$ cat config.mk
export PLATFORM = sky130hd
export DESIGN_NAME = vscreen_geom
export DESIGN_NICKNAME = d
export VERILOG_FILES = /design/src/rtl/vsg_pkg.sv /design/src/rtl/vsg_pix_bytes.sv /design/src/rtl/vsg_div.sv /design/src/rtl/vscreen_geom.sv
export SDC_FILE = /design/constraint.sdc
export NUM_CORES = 2
export LEC_CHECK = 0
export BUFFER_PORTS_ARGS = -buffer_cell sky130_fd_sc_hd__buf_2
export CORE_UTILIZATION = 45
export DETAILED_ROUTE_END_ITERATION = 10
export SKIP_LAST_GASP = 1
export SYNTH_ARGS = -nofsm -noshare
export SYNTH_HDL_FRONTEND = slang
export SYNTH_SLANG_ARGS = --single-unit
$ cat constraint.sdc
create_clock -name clk_i -period 19.8 [get_ports clk_i]
set_input_delay 3.96 -clock clk_i [delete_from_list [all_inputs] [get_ports clk_i]]
set_output_delay 3.96 -clock clk_i [all_outputs]
set_load 0.05 [all_outputs]
$ cat src/rtl/vsg_pkg.sv
package vsg_pkg;
  typedef enum logic [1:0] {
    SEL_VWIDTH = 2'd0,
    SEL_XOFS   = 2'd1,
    SEL_YOFS   = 2'd2,
    SEL_NONE   = 2'd3
  } wr_sel_e;
endpackage

$ cat src/rtl/vsg_pix_bytes.sv
module vsg_pix_bytes #(
  parameter int unsigned CNT_W = 16,
  parameter int unsigned OUT_W = 32
) (
  input  logic [CNT_W-1:0] count_i,
  input  logic [5:0]       bpp_i,
  output logic [OUT_W-1:0] bytes_o
);
  logic [6:0] bpp_rnd;
  logic [3:0] per_pix;

  assign bpp_rnd = 7'(bpp_i) + 7'd7;
  assign per_pix = bpp_rnd[6:3];
  // 4 bpp packs two pixels per byte
  assign bytes_o = (bpp_i == 6'd4) ? OUT_W'(count_i >> 1)
                                   : OUT_W'(count_i) * OUT_W'(per_pix);
endmodule

$ cat src/rtl/vsg_div.sv
module vsg_div #(
  parameter int unsigned NUM_W     = 23,
  parameter int unsigned DEN_W     = 32,
  parameter int unsigned NUMERATOR = 4194304
) (
  input  logic             clk_i,
  input  logic             rst_ni,
  input  logic             start_i,
  input  logic [DEN_W-1:0] den_i,
  output logic             busy_o,
  output logic             done_o,
  output logic [NUM_W-1:0] quo_o
);
  localparam int unsigned CNT_W = $clog2(NUM_W + 1);

  logic [DEN_W-1:0] den_q, rem_q;
  logic [NUM_W-1:0] quo_q;
  logic [CNT_W-1:0] cnt_q;
  logic             busy_q, done_q;
  logic [DEN_W:0]   rem_sh;
  logic             fits;

  assign rem_sh = {rem_q, quo_q[NUM_W-1]};
  assign fits   = rem_sh >= {1'b0, den_q};

  always_ff @(posedge clk_i or negedge rst_ni) begin
    if (!rst_ni) begin
      den_q  <= '0;
      rem_q  <= '0;
      quo_q  <= '0;
      cnt_q  <= '0;
      busy_q <= 1'b0;
      done_q <= 1'b0;
    end else begin
      done_q <= 1'b0;
      if (start_i && !busy_q) begin
        den_q  <= den_i;
        rem_q  <= '0;
        quo_q  <= NUM_W'(NUMERATOR);
        cnt_q  <= CNT_W'(NUM_W);
        busy_q <= 1'b1;
      end else if (busy_q) begin
        rem_q <= fits ? DEN_W'(rem_sh - {1'b0, den_q}) : rem_sh[DEN_W-1:0];
        quo_q <= {quo_q[NUM_W-2:0], fits};
        cnt_q <= cnt_q - 1'b1;
        if (cnt_q == CNT_W'(1)) begin
          busy_q <= 1'b0;
          done_q <= 1'b1;
        end
      end
    end
  end

  assign busy_o = busy_q;
  assign done_o = done_q;
  assign quo_o  = quo_q;

  p_done_pulse_r11: assert property (@(posedge clk_i) disable iff (!rst_ni)
    done_o |=> !done_o);
  p_no_restart_r10: assert property (@(posedge clk_i) disable iff (!rst_ni)
    busy_o |-> !start_i);
endmodule

$ cat src/rtl/vscreen_geom.sv
module vscreen_geom
  import vsg_pkg::*;
#(
  parameter int unsigned DIM_W      = 16,
  parameter int unsigned ADDR_W     = 32,
  parameter int unsigned VRAM_BYTES = 4194304
) (
  input  logic              clk_i,
  input  logic              rst_ni,
  input  logic              wr_en_i,
  input  logic [1:0]        wr_sel_i,
  input  logic [DIM_W-1:0]  wr_data_i,
  input  logic [DIM_W-1:0]  xres_i,
  input  logic [DIM_W-1:0]  yres_i,
  input  logic [5:0]        bpp_i,
  output logic              ready_o,
  output logic [ADDR_W-1:0] line_ofs_o,
  output logic [DIM_W-1:0]  virt_w_o,
  output logic [DIM_W-1:0]  virt_h_o,
  output logic [ADDR_W-1:0] start_addr_o
);
  localparam int unsigned NUM_W = $clog2(VRAM_BYTES + 1);
  localparam int unsigned Q_W   = (NUM_W > DIM_W) ? NUM_W : DIM_W;
  localparam logic [Q_W-1:0] H_MAX = Q_W'({DIM_W{1'b1}});

  logic [DIM_W-1:0]  virt_w_q, virt_h_q, x_ofs_q, y_ofs_q, pend_w_q;
  logic [ADDR_W-1:0] lofs_q, pend_lofs_q, start_q;
  logic [ADDR_W-1:0] lofs_new, x_bytes, start_sum;
  logic [DIM_W-1:0]  x_next, y_next;
  logic [NUM_W-1:0]  quo;
  logic [Q_W-1:0]    quo_x;
  logic              div_busy, div_done, div_start;
  logic              accept, vw_wr, ofs_wr, narrow, zero_lofs;

  assign ready_o   = !(div_busy || div_done);
  assign accept    = wr_en_i && ready_o;
  assign vw_wr     = accept && (wr_sel_i == SEL_VWIDTH);
  assign ofs_wr    = accept && ((wr_sel_i == SEL_XOFS) || (wr_sel_i == SEL_YOFS));
  assign narrow    = wr_data_i < xres_i;
  assign zero_lofs = lofs_new == '0;
  assign div_start = vw_wr && !narrow && !zero_lofs;

  vsg_pix_bytes #(.CNT_W(DIM_W), .OUT_W(ADDR_W)) i_line_bytes (
    .count_i(wr_data_i), .bpp_i(bpp_i), .bytes_o(lofs_new));

  vsg_div #(.NUM_W(NUM_W), .DEN_W(ADDR_W), .NUMERATOR(VRAM_BYTES)) i_div (
    .clk_i(clk_i), .rst_ni(rst_ni), .start_i(div_start), .den_i(lofs_new),
    .busy_o(div_busy), .done_o(div_done), .quo_o(quo));

  assign quo_x  = Q_W'(quo);
  assign x_next = (accept && wr_sel_i == SEL_XOFS) ? wr_data_i : x_ofs_q;
  assign y_next = (accept && wr_sel_i == SEL_YOFS) ? wr_data_i : y_ofs_q;

  vsg_pix_bytes #(.CNT_W(DIM_W), .OUT_W(ADDR_W)) i_pan_bytes (
    .count_i(x_next), .bpp_i(bpp_i), .bytes_o(x_bytes));

  assign start_sum = lofs_q * ADDR_W'(y_next) + x_bytes;

  always_ff @(posedge clk_i or negedge rst_ni) begin
    if (!rst_ni) begin
      virt_w_q    <= '0;
      virt_h_q    <= '0;
      lofs_q      <= '0;
      pend_w_q    <= '0;
      pend_lofs_q <= '0;
      x_ofs_q     <= '0;
      y_ofs_q     <= '0;
      start_q     <= '0;
    end else begin
      if (div_start) begin
        pend_w_q    <= wr_data_i;
        pend_lofs_q <= lofs_new;
      end
      if (div_done && (quo_x >= Q_W'(yres_i))) begin
        virt_w_q <= pend_w_q;
        lofs_q   <= pend_lofs_q;
        virt_h_q <= (quo_x > H_MAX) ? {DIM_W{1'b1}} : DIM_W'(quo_x);
      end
      if (ofs_wr) begin
        x_ofs_q <= x_next;
        y_ofs_q <= y_next;
        start_q <= start_sum >> 2;
      end
    end
  end

  assign line_ofs_o   = lofs_q;
  assign virt_w_o     = virt_w_q;
  assign virt_h_o     = virt_h_q;
  assign start_addr_o = start_q;

  p_geom_sync_r8: assert property (@(posedge clk_i) disable iff (!rst_ni)
    (!$stable(virt_w_o) || !$stable(virt_h_o) || !$stable(line_ofs_o)) |-> $past(div_done));
  p_narrow_reject_r5: assert property (@(posedge clk_i) disable iff (!rst_ni)
    (wr_en_i && ready_o && wr_sel_i == SEL_VWIDTH && wr_data_i < xres_i)
      |=> (ready_o && $stable(virt_w_o) && $stable(line_ofs_o)));
  p_zero_reject_r7: assert property (@(posedge clk_i) disable iff (!rst_ni)
    (wr_en_i && ready_o && wr_sel_i == SEL_VWIDTH && bpp_i == 6'd4 && wr_data_i < DIM_W'(2))
      |=> ready_o);
  p_busy_hold_r10: assert property (@(posedge clk_i) disable iff (!rst_ni)
    !ready_o |=> $stable(start_addr_o));
endmodule

## Yosys cells after proc, flatten, opt, wreduce, memory -nomap -nowiden

Index checks and enable logic that the tools add are counted.
Widths: inputs -> output; s select.

| operators by class | value |
|---|---|
| $add $sub $neg | 4 |
| $mul | 3 |
| magnitude comparators | 4 |
| equality and inequality tests | 4 |
| multiplexer cells | 18 |
| reductions and logical operators | 18 |

Operators by type and width:

| kind | count |
|---|---|
| $mux 32 | 3 |
| $mux 16 | 3 |
| $mux 23 | 2 |
| $mul 16x4->20 | 2 |
| $mux 20 | 2 |
| $ge 33x32->1 | 1 |
| $add 32x32->32 | 1 |
| $logic_not 32->1 | 1 |
| $mul 32x16->32 | 1 |
| $sub 32x32->32 | 1 |
| $ge 23x16->1 | 1 |
| $gt 23x16->1 const B | 1 |
| $lt 16x16->1 | 1 |
| $mux 5 | 2 |
| $logic_and 1x1->1 | 9 |
| $add 6x3->7 const B | 1 |
| $eq 6x3->1 const B | 1 |
| $mux 1 | 6 |
| $eq 5x1->1 const B | 1 |
| $sub 5x1->5 const B | 1 |
| $logic_not 1->1 | 4 |
| $eq 2x1->1 const B | 1 |
| $eq 2x2->1 const B | 1 |
| $logic_not 2->1 | 1 |
| 2 further kinds | 3 |

| storage, ports and cells | value |
|---|---|
| register bits | 268 |
| input port bits | 59 |
| output and inout bits | 97 |

## Longest topological paths before layout

| logic depth | value |
|---|---|
| depth after elaboration | 8 |
| gate-level depth with buffers | 40 |
| gate-level depth less buffers | 38 |

## Hierarchy

From an unflattened synthesis, not the netlist that was laid out.

| second synthesis, totals | value |
|---|---|
| cells, all modules | 3477 |
| area total of the unflattened synthesis | 30834.6 µm² |

Modules (own cells, without submodules):

| module | instances | cells each | area each (µm²) |
|---|---|---|---|
| vscreen_geom | 1 | 2164 | 20394.6 |
| vsg_div | 1 | 618 | 5502.8 |
| vsg_pix_bytes at i_line_bytes | 1 | 346 | 2476.1 |
| vsg_pix_bytes at i_pan_bytes | 1 | 349 | 2461.1 |

## Worst setup path after synthesis

OpenSTA, ideal clock, no wires.

| timing | value |
|---|---|
| kind | input-to-reg |
| start | in wr_sel_i[1] |
| end | reg start_q[28] (netlist: start_addr_o[28]) |
| setup time | 130 ps |
| arrival | 12503 ps |
| path slack | 7168 ps |
| stages | 37 |
| cells stage by stage | inv_1 > ha_1 > and3_1 > clkbuf_1 > clkbuf_1 > mux2i_1 > or2_2 > fa_1 > inv_1 > fa_1 > ha_1 > a21o_1 > a21oi_1 > o21bai_1 > a31o_2 > a211oi_1 > o41a_1 > nor2b_1 > nor2_1 > xnor2_1 > nand2_1 > fa_1 > fa_1 > fa_1 > fa_1 > inv_1 > ha_1 > a21oi_1 > nor2b_1 > o21ai_0 > nand3b_1 > o21ba_2 > o21ai_0 > a221oi_1 > o2111ai_1 > a31oi_1 > o21ai_0 |

| between the ends | value |
|---|---|
| word-level cells in the longest chain between the ends | 6 |

Ends and longest elaborated chain:

| element | line | source |
|---|---|---|
| from (decl) | vscreen_geom.sv:11 | `input logic [1:0] wr_sel_i,` |
| parallel branches: the longest is 6 deep, another holds $mul 32x16->32 | n/a |  |
| to (signal assigned) | vscreen_geom.sv:82 | `start_q <= start_sum >> 2;` |
| to (decl) | vscreen_geom.sv:27 | `logic [ADDR_W-1:0] lofs_q, pend_lofs_q, start_q;` |

Several ways; the timed one is not identified.
A chain may end at the register's enable or synchronous reset.

## Final worst setup path

| timing | value |
|---|---|
| start | in wr_sel_i[1] |
| end | reg start_q[26] (netlist: start_addr_o[26]) |

Same word-level chain as after synthesis.

==> impl_metrics.toml <==
[logic_synthesis]
ys_types = 76
ys_ff_latch = 232
synth_commonest_cells = "inv_1 (423), nand2_1 (381), fa_1 (322), dfrtp_1 (232), ha_1 (191)"
yosys.area.top_type = "fa_1"
syn_area_sq_um = 25800
syn_area_per_cell_sq_um = 9.22
yosysWarnings = 0
async_flop_share_pct = 100
synth.area.top_cells = "fa_1 (25%), dfrtp_1 (23%), ha_1 (9.3%)"
synth-edff-count = 0
synth.most_common_cell = "inv_1"
syn_inst = 2792
synth_top_cell_area_share_pct = 25.0
ys_seq_area_share_pct = 22.5
dominantRegCellSynth = "dfrtp_1"

[final_layout]
finalNonFillerCells = 3648
fillers = 5274
fin_nets = 3439
drive_gt1_share_pct = 11.6
area_growth_pct = 9.54

[sta]
slew_viol_final = 0
period_needed_ns = 12.82
setup_viol = 0
hold_violations = 0
final.period_utilization_pct = 64.8
rsz0062_at_grt = "false"
max_freq_mhz = 78.0
skew_ns = 0.0377
holdWs_ns = 0.469
tightest_slew_ns = 1.21
slew_headroom_pct = 19.3
timing.setup.tns_ns = 0

[grt]
grt.total_usage_pct = 24.2
grt_first_pass_wirelength_um = 110000
grt_pass1_vias = 20467
antenna_found_initial = 2
grt-ovfl-total = 0
grt_max_degree = 114

[floorplanning]
core_area_sq_um = 56500
rows = 87
die_w_um = 241
num_io_pins = 156
start_util_pct = 45.6
die_area_sq_um = 58200
fp.dieH_um = 241

[clock_tree]
cts_hold_buf = 0
clk_path_buf_depth = 3
postCtsSetupBuffers = 0
cts-root-buf = "clkbuf_16"
cts.repair.resized = 0
cts_tree = "built"
cts.clk_slew.worst_paths_ns = 0.06
h-tree-depth = 1
cts_num_sinks = 232
insertion_delay_ns = 0.61
cts_made_buffers = 30

[hold_path]
hp-start = "y_ofs_q[0]$_DFFE_PN0P_"
worstHoldPathType = "reg -> reg"

[placement]
dp_cells = 3591
hpwl_um = 49200
numPortBuffers = 141
place_congestion = 0.884

[setup_path]
cp-end-kind = "flip-flop"
arrival_ns = 13.28
reg2reg_from = "i_div.done_o$_DFF_PN0_"
critPathKind = "in -> reg"
worst-endpoint-required_ns = 20.26
worst_path_most_repeated_cell = "fa_1"
crit_buf_inv = 5
setup.worst_path.start = "wr_sel_i[1]"
crit_path_max_incr_delay_ns = 0.83
cp-start-kind = "input port"
cpLargestDelayFamily = "adder cells"
worstPathMaxFanout = 17
slowest_stage = "o41ai_1"

[pwr]
pwr-share-seq_pct = 15.5
switching_share_pct = 51.1
power_frac_comb_pct = 72.7
power.density_nw_per_um2 = 178
ir_worst_vdd_mv = 0.204
p_int_uw = 2460
clkPwrFrac_pct = 11.8
power.switching_uw = 2570
leakage_uw = 0.0142
power.total_uw = 5020

[route]
vias = 19158
first_pass_iters = 6
drt.antenna.violating_nets = 0
routed_wl_um = 67100
via_per_inst = 5.25
first_iter_violations = 1166
wire_per_inst_um = 18.4
remaining_drc_errors = 0

[flow_run]
maxCapViolCount = 0

[status]
status = "finished clean"
==> logic make-up (layout without fill, tap and decap cells) <==
family          after synthesis  count (layout)  share of synthesized area [%]
fa+ha+maj                   513             513                           34.3
flops                       232             232                           22.5
buf+inv                     561             646                           8.47
xor+xnor                     88              88                           2.99
other cells                   1              16                         0.0146
compound gates              364             364                           9.04
simple gates                882             882                           16.3
mux                         151             151                           6.33
==> through the flow <==
stage / setup WS [ns] / instance area, sq um / util (%)
2_1_floorplan: 7.17 / 25800 / -
3_3_place_gp: 6.60 / 27100 / 48.0
3_5_place_dp: 6.29 / 27100 / 48.0
4_1_cts: 6.95 / 28200 / 49.9
5_1_grt: 6.39 / 28200 / 49.9
6_report: 6.98 / 28200 / 49.9
==> worst register-to-register path, delay by kind of cell (launching register included) <==
| kind | cells | cell delay [ns] |
|---|---|---|
| compound gates | 12 | 3.37 |
| xor+xnor | 2 | 0.27 |
| fa+ha+maj | 8 | 3.66 |
| buf+inv | 3 | 0.43 |
| flops | 1 | 0.42 |
| mux | 1 | 0.24 |
| simple gates | 6 | 1.58 |
==> power groups by stage <==
stage / clock network, uW / logic [uW] / registers [uW]
floorplan: 0 / 2700 / 859
global placement: 0 / 3560 / 778
detailed placement: 0 / 3660 / 785
CTS: 605 / 3680 / 779
global route: 624 / 4160 / 804
finish: 591 / 3650 / 779
==> routing by layer <==
metal / routed length [um] / GRT usage [%] / up-vias
met5: 0 / 0 / -
met4: 1610 / 6.58 / 0
met3: 3340 / 3.51 / 100
met2: 32400 / 41.3 / 430
met1: 29800 / 32.0 / 9589
li1: - / - / 9039
==> final cells by class <==
class / instances / area [sq um] / share of cell area (%)
Tap cell: 756 / 946 / 3.35
Sequential cell: 232 / 5810 / 20.6
Timing Repair Buffer: 167 / 911 / 3.23
Clock inverter: 15 / 220 / 0.781
Antenna cell: 2 / 5.00 / 0.0177
Clock buffer: 40 / 858 / 3.04
Inverter: 424 / 1590 / 5.64
Multi-Input combinational cell: 2012 / 17900 / 63.4
==> flip-flops by register name, summed over array words and instances (netlist names) <==
| register | cells |
|---|---|
| i_div.busy_o | 1 |
| i_div.cnt_q | 5 |
| i_div.den_q | 20 |
| i_div.done_o | 1 |
| i_div.quo_o | 23 |
| i_div.rem_q | 32 |
| line_ofs_o | 20 |
| pend_lofs_q | 20 |
| pend_w_q | 16 |
| start_addr_o | 30 |
| virt_h_o | 16 |
| virt_w_o | 16 |
| x_ofs_q | 16 |
| y_ofs_q | 16 |
==> cell usage in the layout, fill, tap and decap left out, drive strengths merged, types with 12 or more instances in the layout <==
cell    count
a211oi     23
a21o       34
a21oi      60
and2      137
and3       16
buf       167
clkbuf     40
conb       14
dfrtp     232
fa        322
ha        191
inv       425
mux2       91
mux2i      60
nand2     382
nand2b     32
nand3      50
nor2      123
nor2b      73
nor3       27
o211ai     13
o21a       13
o21ai     130
o22ai      13
o31ai      12
xnor2      57
xor2       31
==> path summary, 6_finish.rpt <==
kind                            slack [ns]  depth (start not counted)                            to
worst min-delay path                  0.47                          2        y_ofs_q[0]$_DFFE_PN0P_
max in group asynchronous            14.10                          3        i_div.busy_o$_DFF_PN0_
min in group asynchronous             3.45                          1  start_addr_o[11]$_DFFE_PN0P_
worst max-delay path                  6.98                         34  start_addr_o[26]$_DFFE_PN0P_
worst min register to register        0.47                          2        y_ofs_q[0]$_DFFE_PN0P_
worst max register to register        9.67                         32  start_addr_o[26]$_DFFE_PN0P_
(Power assumes the default switching activity.)
